<file path="src/rtl/fzq_pkg.sv">
package fzq_pkg;

  typedef enum logic [3:0] {
    ST_IDLE,
    ST_CHECK,
    ST_CMD_WE,
    ST_CMD_GAP,
    ST_DAT_WE,
    ST_PULSE,
    ST_VFY_WE,
    ST_VFY_GAP,
    ST_READ,
    ST_EVAL
  } fzq_state_e;

  localparam logic [7:0]  CMD_PROG_SETUP  = 8'h40;
  localparam logic [7:0]  CMD_PROG_VERIFY = 8'hC0;
  localparam logic [7:0]  DATA_ZERO       = 8'h00;

  localparam logic [15:0] STAT_OK       = 16'h0000;
  localparam logic [15:0] STAT_PROG_ERR = 16'h0606;

endpackage

</file>
<file path="src/rtl/fzq_interval.sv">
// Keep-alive timer: free-running period counter, one sticky expiry flag,
// and a divider that turns every Nth consumed expiry into a strobe.
module fzq_interval #(
  parameter int unsigned TICK_CYCLES    = 1000000,
  parameter int unsigned TICKS_PER_PROG = 5
) (
  input  logic clk,
  input  logic rst_n,
  input  logic restart,
  input  logic run,
  input  logic check,
  output logic progress
);

  localparam int unsigned TW = (TICK_CYCLES > 1) ? $clog2(TICK_CYCLES) : 1;
  localparam int unsigned XW = (TICKS_PER_PROG > 1) ? $clog2(TICKS_PER_PROG) : 1;
  localparam logic [TW-1:0] TLAST = TW'(TICK_CYCLES - 1);
  localparam logic [XW-1:0] XLAST = XW'(TICKS_PER_PROG - 1);

  logic [TW-1:0] tcnt_q, tcnt_d;
  logic [XW-1:0] xcnt_q, xcnt_d;
  logic          flag_q, flag_d;
  logic          prog_q, prog_d;
  logic          wrap;

  always_comb begin
    wrap   = run && (tcnt_q == TLAST);
    tcnt_d = tcnt_q;
    xcnt_d = xcnt_q;
    flag_d = flag_q;
    prog_d = 1'b0;
    if (restart) begin
      tcnt_d = '0;
      xcnt_d = '0;
      flag_d = 1'b0;
    end else begin
      if (run) begin
        tcnt_d = wrap ? '0 : tcnt_q + 1'b1;
      end
      if (check && flag_q) begin
        if (xcnt_q == XLAST) begin
          xcnt_d = '0;
          prog_d = 1'b1;
        end else begin
          xcnt_d = xcnt_q + 1'b1;
        end
      end
      flag_d = wrap | (flag_q & ~check);
    end
  end

  always_ff @(posedge clk or negedge rst_n) begin
    if (!rst_n) begin
      tcnt_q <= '0;
      xcnt_q <= '0;
      flag_q <= 1'b0;
      prog_q <= 1'b0;
    end else begin
      tcnt_q <= tcnt_d;
      xcnt_q <= xcnt_d;
      flag_q <= flag_d;
      prog_q <= prog_d;
    end
  end

  assign progress = prog_q;

  // the strobe lasts a single cycle
  assert_prog_single_R9: assert property (@(posedge clk) disable iff (!rst_n)
    progress |=> !progress);

  // a strobe is only issued when a pending expiry was consumed by a check
  assert_prog_source_R9: assert property (@(posedge clk) disable iff (!rst_n)
    progress |-> ($past(flag_q) && $past(check)));

  // the divider never leaves its range
  assert_div_range_R9: assert property (@(posedge clk) disable iff (!rst_n)
    xcnt_q <= XLAST);

endmodule

</file>
<file path="src/rtl/fzq_engine.sv">
// Per-byte program / verify loop with a shared down-counter for all timed phases.
module fzq_engine
  import fzq_pkg::*;
#(
  parameter int unsigned AW        = 16,
  parameter int unsigned PW        = 16,
  parameter int unsigned WE_W      = 3,
  parameter int unsigned SETUP     = 2,
  parameter int unsigned RD_WAIT   = 3,
  parameter int unsigned MAX_RETRY = 25
) (
  input  logic          clk,
  input  logic          rst_n,
  input  logic          start,
  input  logic [AW-1:0] base_addr,
  input  logic [AW-1:0] end_addr,
  input  logic [PW-1:0] pulse_cycles,
  input  logic [7:0]    fl_din,
  output logic [AW-1:0] fl_addr,
  output logic [7:0]    fl_dout,
  output logic          fl_we_n,
  output logic          fl_oe_n,
  output logic          busy,
  output logic          done,
  output logic [15:0]   status,
  output logic          check_tick,
  output logic          restart
);

  localparam int unsigned RW = (MAX_RETRY > 0) ? $clog2(MAX_RETRY + 1) : 1;
  localparam logic [RW-1:0] RLAST   = RW'(MAX_RETRY);
  localparam logic [PW-1:0] WE_LAST = PW'(WE_W - 1);
  localparam logic [PW-1:0] SU_LAST = PW'(SETUP - 1);
  localparam logic [PW-1:0] RD_LAST = PW'(RD_WAIT - 1);

  fzq_state_e    state_q, state_d;
  logic [PW-1:0] cnt_q, cnt_d;
  logic [PW-1:0] pw_q, pw_d;
  logic [AW-1:0] addr_q, addr_d;
  logic [AW-1:0] base_q, base_d;
  logic [RW-1:0] pcnt_q, pcnt_d;
  logic [7:0]    rd_q, rd_d;
  logic          done_q, done_d;
  logic [15:0]   status_q, status_d;

  always_comb begin
    state_d  = state_q;
    cnt_d    = cnt_q;
    pw_d     = pw_q;
    addr_d   = addr_q;
    base_d   = base_q;
    pcnt_d   = pcnt_q;
    rd_d     = rd_q;
    done_d   = 1'b0;
    status_d = status_q;
    case (state_q)
      ST_IDLE: begin
        if (start) begin
          addr_d  = end_addr;
          base_d  = base_addr;
          pw_d    = (pulse_cycles == '0) ? PW'(1) : pulse_cycles;
          pcnt_d  = '0;
          state_d = ST_CHECK;
        end
      end
      ST_CHECK: begin
        cnt_d   = WE_LAST;
        state_d = ST_CMD_WE;
      end
      ST_CMD_WE: begin
        if (cnt_q == '0) begin cnt_d = SU_LAST; state_d = ST_CMD_GAP; end
        else cnt_d = cnt_q - 1'b1;
      end
      ST_CMD_GAP: begin
        if (cnt_q == '0) begin cnt_d = WE_LAST; state_d = ST_DAT_WE; end
        else cnt_d = cnt_q - 1'b1;
      end
      ST_DAT_WE: begin
        if (cnt_q == '0) begin cnt_d = pw_q - 1'b1; state_d = ST_PULSE; end
        else cnt_d = cnt_q - 1'b1;
      end
      ST_PULSE: begin
        if (cnt_q == '0) begin cnt_d = WE_LAST; state_d = ST_VFY_WE; end
        else cnt_d = cnt_q - 1'b1;
      end
      ST_VFY_WE: begin
        if (cnt_q == '0) begin cnt_d = SU_LAST; state_d = ST_VFY_GAP; end
        else cnt_d = cnt_q - 1'b1;
      end
      ST_VFY_GAP: begin
        if (cnt_q == '0) begin cnt_d = RD_LAST; state_d = ST_READ; end
        else cnt_d = cnt_q - 1'b1;
      end
      ST_READ: begin
        if (cnt_q == '0) begin rd_d = fl_din; state_d = ST_EVAL; end
        else cnt_d = cnt_q - 1'b1;
      end
      ST_EVAL: begin
        if (rd_q == DATA_ZERO) begin
          if (addr_q == base_q) begin
            state_d  = ST_IDLE;
            done_d   = 1'b1;
            status_d = STAT_OK;
          end else begin
            addr_d  = addr_q - 1'b1;
            pcnt_d  = '0;
            state_d = ST_CHECK;
          end
        end else if (pcnt_q == RLAST) begin
          state_d  = ST_IDLE;
          done_d   = 1'b1;
          status_d = STAT_PROG_ERR;
        end else begin
          pcnt_d  = pcnt_q + 1'b1;
          state_d = ST_CHECK;
        end
      end
      default: state_d = ST_IDLE;
    endcase
  end

  always_ff @(posedge clk or negedge rst_n) begin
    if (!rst_n) begin
      state_q  <= ST_IDLE;
      cnt_q    <= '0;
      pw_q     <= PW'(1);
      addr_q   <= '0;
      base_q   <= '0;
      pcnt_q   <= '0;
      rd_q     <= '0;
      done_q   <= 1'b0;
      status_q <= STAT_OK;
    end else begin
      state_q  <= state_d;
      cnt_q    <= cnt_d;
      pw_q     <= pw_d;
      addr_q   <= addr_d;
      base_q   <= base_d;
      pcnt_q   <= pcnt_d;
      rd_q     <= rd_d;
      done_q   <= done_d;
      status_q <= status_d;
    end
  end

  // Bus strobes decoded straight from the state register.
  always_comb begin
    fl_we_n = !((state_q == ST_CMD_WE) || (state_q == ST_DAT_WE) || (state_q == ST_VFY_WE));
    fl_oe_n = (state_q != ST_READ);
    case (state_q)
      ST_CMD_WE, ST_CMD_GAP:          fl_dout = CMD_PROG_SETUP;
      ST_VFY_WE, ST_VFY_GAP, ST_READ: fl_dout = CMD_PROG_VERIFY;
      default:                        fl_dout = DATA_ZERO;
    endcase
  end

  assign fl_addr    = addr_q;
  assign busy       = (state_q != ST_IDLE);
  assign done       = done_q;
  assign status     = status_q;
  assign check_tick = (state_q == ST_CHECK);
  assign restart    = (state_q == ST_IDLE) && start;

  // the failed-verify count never passes its limit
  assert_retry_cap_R7: assert property (@(posedge clk) disable iff (!rst_n)
    pcnt_q <= RLAST);

  // the address never climbs while a run continues
  assert_addr_down_R8: assert property (@(posedge clk) disable iff (!rst_n)
    (busy && $past(busy)) |-> (addr_q <= $past(addr_q)));

  // moving to a new address starts its pulse count afresh
  assert_pcnt_fresh_R6: assert property (@(posedge clk) disable iff (!rst_n)
    (busy && $past(busy) && (addr_q != $past(addr_q))) |-> (pcnt_q == '0));

  // output enable opens only after a verify command, never during a write
  assert_oe_after_verify_R5: assert property (@(posedge clk) disable iff (!rst_n)
    $fell(fl_oe_n) |-> ($past(fl_dout) == CMD_PROG_VERIFY) && fl_we_n);

  // done follows an active run and carries one of the two codes
  assert_done_code_R10: assert property (@(posedge clk) disable iff (!rst_n)
    done |-> ($past(busy) && !busy && ((status == STAT_OK) || (status == STAT_PROG_ERR))));

endmodule

</file>
<file path="src/rtl/flash_zero_sequencer.sv">
module flash_zero_sequencer #(
  parameter int unsigned AW             = 16,
  parameter int unsigned PW             = 16,
  parameter int unsigned WE_W           = 3,
  parameter int unsigned SETUP          = 2,
  parameter int unsigned RD_WAIT        = 3,
  parameter int unsigned MAX_RETRY      = 25,
  parameter int unsigned TICK_CYCLES    = 1000000,
  parameter int unsigned TICKS_PER_PROG = 5
) (
  input  logic          clk,
  input  logic          rst_n,
  input  logic          start,
  input  logic [AW-1:0] base_addr,
  input  logic [AW-1:0] end_addr,
  input  logic [PW-1:0] pulse_cycles,
  output logic [AW-1:0] fl_addr,
  output logic [7:0]    fl_dout,
  input  logic [7:0]    fl_din,
  output logic          fl_we_n,
  output logic          fl_oe_n,
  output logic          busy,
  output logic          done,
  output logic [15:0]   status,
  output logic          progress
);

  logic check_tick;
  logic restart;

  fzq_engine #(
    .AW(AW), .PW(PW), .WE_W(WE_W), .SETUP(SETUP),
    .RD_WAIT(RD_WAIT), .MAX_RETRY(MAX_RETRY)
  ) u_engine (
    .clk(clk), .rst_n(rst_n), .start(start),
    .base_addr(base_addr), .end_addr(end_addr), .pulse_cycles(pulse_cycles),
    .fl_din(fl_din), .fl_addr(fl_addr), .fl_dout(fl_dout),
    .fl_we_n(fl_we_n), .fl_oe_n(fl_oe_n),
    .busy(busy), .done(done), .status(status),
    .check_tick(check_tick), .restart(restart)
  );

  fzq_interval #(
    .TICK_CYCLES(TICK_CYCLES), .TICKS_PER_PROG(TICKS_PER_PROG)
  ) u_interval (
    .clk(clk), .rst_n(rst_n), .restart(restart), .run(busy),
    .check(check_tick), .progress(progress)
  );

endmodule

</file>
<file path="config.mk">
export PLATFORM = sky130hd
export DESIGN_NAME = flash_zero_sequencer
export DESIGN_NICKNAME = d
export VERILOG_FILES = /design/src/rtl/fzq_pkg.sv /design/src/rtl/fzq_interval.sv /design/src/rtl/fzq_engine.sv /design/src/rtl/flash_zero_sequencer.sv
export SDC_FILE = /design/constraint.sdc
export NUM_CORES = 1
export LEC_CHECK = 0
export BUFFER_PORTS_ARGS = -buffer_cell sky130_fd_sc_hd__buf_2
export CORE_ASPECT_RATIO = 2
export CORE_MARGIN = 1
export CORE_UTILIZATION = 40
export DETAILED_ROUTE_END_ITERATION = 8
export HOLD_SLACK_MARGIN = 0.05
export SYNTH_ARGS = -nofsm -noshare
export SYNTH_HDL_FRONTEND = slang
export SYNTH_SLANG_ARGS = --single-unit
</file>
<file path="constraint.sdc">
create_clock -name clk -period 5.1 [get_ports clk]
set_clock_uncertainty 0.05 [all_clocks]
set_input_delay 0.51 -clock clk [delete_from_list [all_inputs] [get_ports clk]]
set_output_delay 0.51 -clock clk [all_outputs]
set_load 0.03 [all_outputs]
</file>
==> impl_metrics.ini <==
[global_route]
grt_usage_pct = 20.55
grt_pass1_vias = 5411
grt_pass1_wl_mm = 26.12
antenna_found_initial = 0
grt_max_degree = 70
overflow = 0

[drt]
wl_per_cell_um = 16.34
met2_length_mm = 9.042
drtIter0Drc = 327
route.vias.total = 5471
wl_met1_mm = 6.037
drc_errors = 0
vias_per_cell = 5.515
top_layer = met4
met3_length_um = 584
dr.pass1.iters = 5
wirelength_mm = 16.21
postRouteAntennaNets = 0

[clock_network]
numCtsBuffers = 9
cts_root_buf = clkbuf_16
cts_hold_buffers = 0
cts_num_sinks = 108
clk_pin_slew_worst_paths_ps = 80
htreeDepth = 3
post_cts_resized = 0
cts_setup_buffers = 0
cts_tree = done
clk_latency_ps = 350
clockBufferDepth = 2

[setup_path]
critical_path.max_fanout = 41
r2r_start = u_engine.state_q[3]
cp-startpoint = u_engine.state_q[3]
path_class = reg2reg
cp-end-kind = flop
startpoint_type = flop
crit_required_ps = 5310
worstPathArrival_ps = 3030

[synthesis]
synthFlopType = dfrtp_1
synth.yosys.seq_area_share_pct = 43.61
syn_avg_cell_area_um2 = 8.516
postSynthCellCount = 728
ys_ff_latch = 108
yosys_warnings = 0
netlist_area_mm2 = 0.006200
async_reset_ff_share_pct = 100.0
synth_cell_type_count = 71
synth_edf_count = 0

[power_and_ir_drop]
power_leakage_nw = 3.346
peakVddDrop_mv = 0.1736
cellPowerDensity_mw_per_mm2 = 237.8

[timing]
period_needed_ps = 2812
max_slew.worst_pin.slew_ps = 1243
maxSlewViolCount = 0
fmax_ghz = 0.3556
max_slew_margin_pct = 16.82
hold_viol = 0
hold_slack_ps = 222.5
setup_tns_ps = 0
setup_violations = 0
grt_setup_unrepaired = no
fin_crit_sh_pct = 55.14

[die]
row_count = 64
die-height_um = 178.1
initial_core_util_pct = 40.75
io_pins = 104
die_x_um = 90.03
die_area_mm2 = 0.01603
coreArea_mm2 = 0.01521

[place]
portBuffers = 85
dp_hpwl_mm = 11.99
gp_congestion = 0.8378

[finish]
multi_input_area_mm2 = 0.003181
drive_gt1_share_pct = 17.00
diodes = 0
nNetsFinal = 856
n_fill_cell = 1520
syn_to_final_growth_pct = 12.63
regArea_mm2 = 0.002704

[run_status]
status = completed

[run]
cap_violations = 0

[worst_hold_path]
min_path_type = in2async
==> flip-flops by register name, indices dropped and copies added, names as in the netlist <==
signal	cells
u_interval.tcnt_q	20
u_engine.base_q	16
u_engine.cnt_q	16
u_engine.fl_addr	16
u_engine.pw_q	16
u_engine.rd_q	8
u_engine.pcnt_q	5
u_engine.state_q	4
u_interval.xcnt_q	3
u_engine.done	1
u_engine.status	1
u_interval.flag_q	1
u_interval.progress	1
==> cell usage in the layout (no fill, tap or decap), drive strengths merged, types with 3 or more instances in the layout <==
master / netlist / layout
ha: 8 / 8
nor3b: 5 / 5
xor2: 24 / 24
or4: 8 / 8
conb: 1 / 18
nor2b: 3 / 3
nand2b: 7 / 7
and3: 7 / 7
o21ai: 68 / 68
nor4: 19 / 19
nor2: 61 / 61
nand3: 19 / 19
nand2: 144 / 144
and4: 6 / 6
nand4: 11 / 11
buf: 28 / 90
a21oi: 42 / 42
a22oi: 4 / 4
o22ai: 10 / 10
o211ai: 4 / 4
o31ai: 5 / 5
and2: 4 / 4
inv: 21 / 24
clkbuf: 29 / 9
clkinv: 0 / 3
dfrtp: 107 / 107
nor3: 11 / 11
or3: 6 / 6
a31oi: 7 / 7
nand3b: 3 / 3
mux2: 8 / 8
o41ai: 4 / 4
xnor2: 12 / 12
==> critical path, cell delays in order (launching register included) <==
cell and delay [ps]:
dfrtp_1 650, and4_1 270, buf_4 370, nand2_1 190, o21ai_4 730, o21ai_0 240, a22oi_1 200
==> metal layers <==
metal  up-vias  GRT usage [%]
li1       2637              -
met1      2640          20.67
met2       160          40.71
met3        34          2.941
met4         0          9.677
met5         -              0
==> synth_stat cells, types with 3 or more instances <==
cell type	instances	area share (%)
nand2b_1	7	0.71
nor4_1	15	1.5
o21ai_0	66	5.3
nor2_1	60	3.6
and3_1	7	0.71
xor2_1	24	3.4
or4_1	7	0.85
clkbuf_1	28	1.7
nand3_1	18	1.5
nor3_1	10	0.81
a22oi_1	4	0.48
nor4_2	3	0.61
and4_1	6	0.85
buf_2	6	0.48
inv_1	20	1.2
a21oi_1	41	3.3
a31oi_1	7	0.71
buf_4	22	2.7
or3_1	6	0.61
nand2_1	144	8.7
o41ai_1	4	0.57
o31ai_1	5	0.61
o22ai_1	9	0.91
o211ai_1	4	0.48
nor2b_1	3	0.30
mux2_2	8	1.5
and2_1	4	0.40
xnor2_1	12	1.7
dfrtp_1	107	43
ha_1	8	1.6
nand4_1	10	1.0
nand3b_1	3	0.36
nor3b_1	4	0.48
==> path summary, 6_finish.rpt <==
| check | to | slack, ps | cells past startpoint |
|---|---|---|---|
| max | u_engine.fl_addr[7] | 2290 | 6 |
| max reg2reg | u_engine.fl_addr[7] | 2290 | 6 |
| min | u_engine.base_q[9] | 220 | 1 |
| max in group asynchronous | u_interval.tcnt_q[19] | 3740 | 2 |
| min in group clk | u_engine.base_q[0] | 300 | 3 |
| min reg2reg | u_interval.tcnt_q[19] | 450 | 1 |
==> logic make-up (layout without fill, tap and decap cells) <==
logic type      count (synthesis)  in the layout  share of synthesized area [%]
compound gates                166            166                          16.29
xor+xnor                       36             36                          5.086
fa+ha+maj                       8              8                          1.615
buf+inv                        78            127                          6.196
flops                         108            108                          43.61
mux                            10             10                          1.776
other cells                     1             18                        0.06049
simple gates                  321            321                          25.37
==> metrics by stage <==
step / power (mW) / util [%] / instance area (um^2) / std cells / worst slack (ps)
after floorplan: 0.9141 / - / 6264 / 745 / 2749
after global placement: 0.9473 / 43.88 / 6676 / 976 / 2415
after detailed placement: 0.9487 / 43.88 / 6676 / 976 / 2320
after CTS: 1.684 / 45.90 / 6983 / 992 / 2294
after global routing: 1.719 / 45.90 / 6983 / 992 / 1925
final: 1.661 / 45.90 / 6983 / 992 / 2288
==> area by class of cell <==
class | instances | area share [%]
clock buffers | 9 | 3.225
repair buffers | 90 | 6.665
flip-flops and latches | 108 | 38.72
clock inverters | 7 | 1.165
inverters | 21 | 1.129
well taps | 198 | 3.548
multi-input cells | 559 | 45.55
==> where the power goes <==
part           leakage [nW]  internal [mW]  total [mW]  switching, mW
sequential             1.42          0.859       0.861        0.00190
clock                 0.152          0.389       0.731          0.341
combinational          1.78         0.0220      0.0691         0.0471
Power figures use the tool's default switching activity.
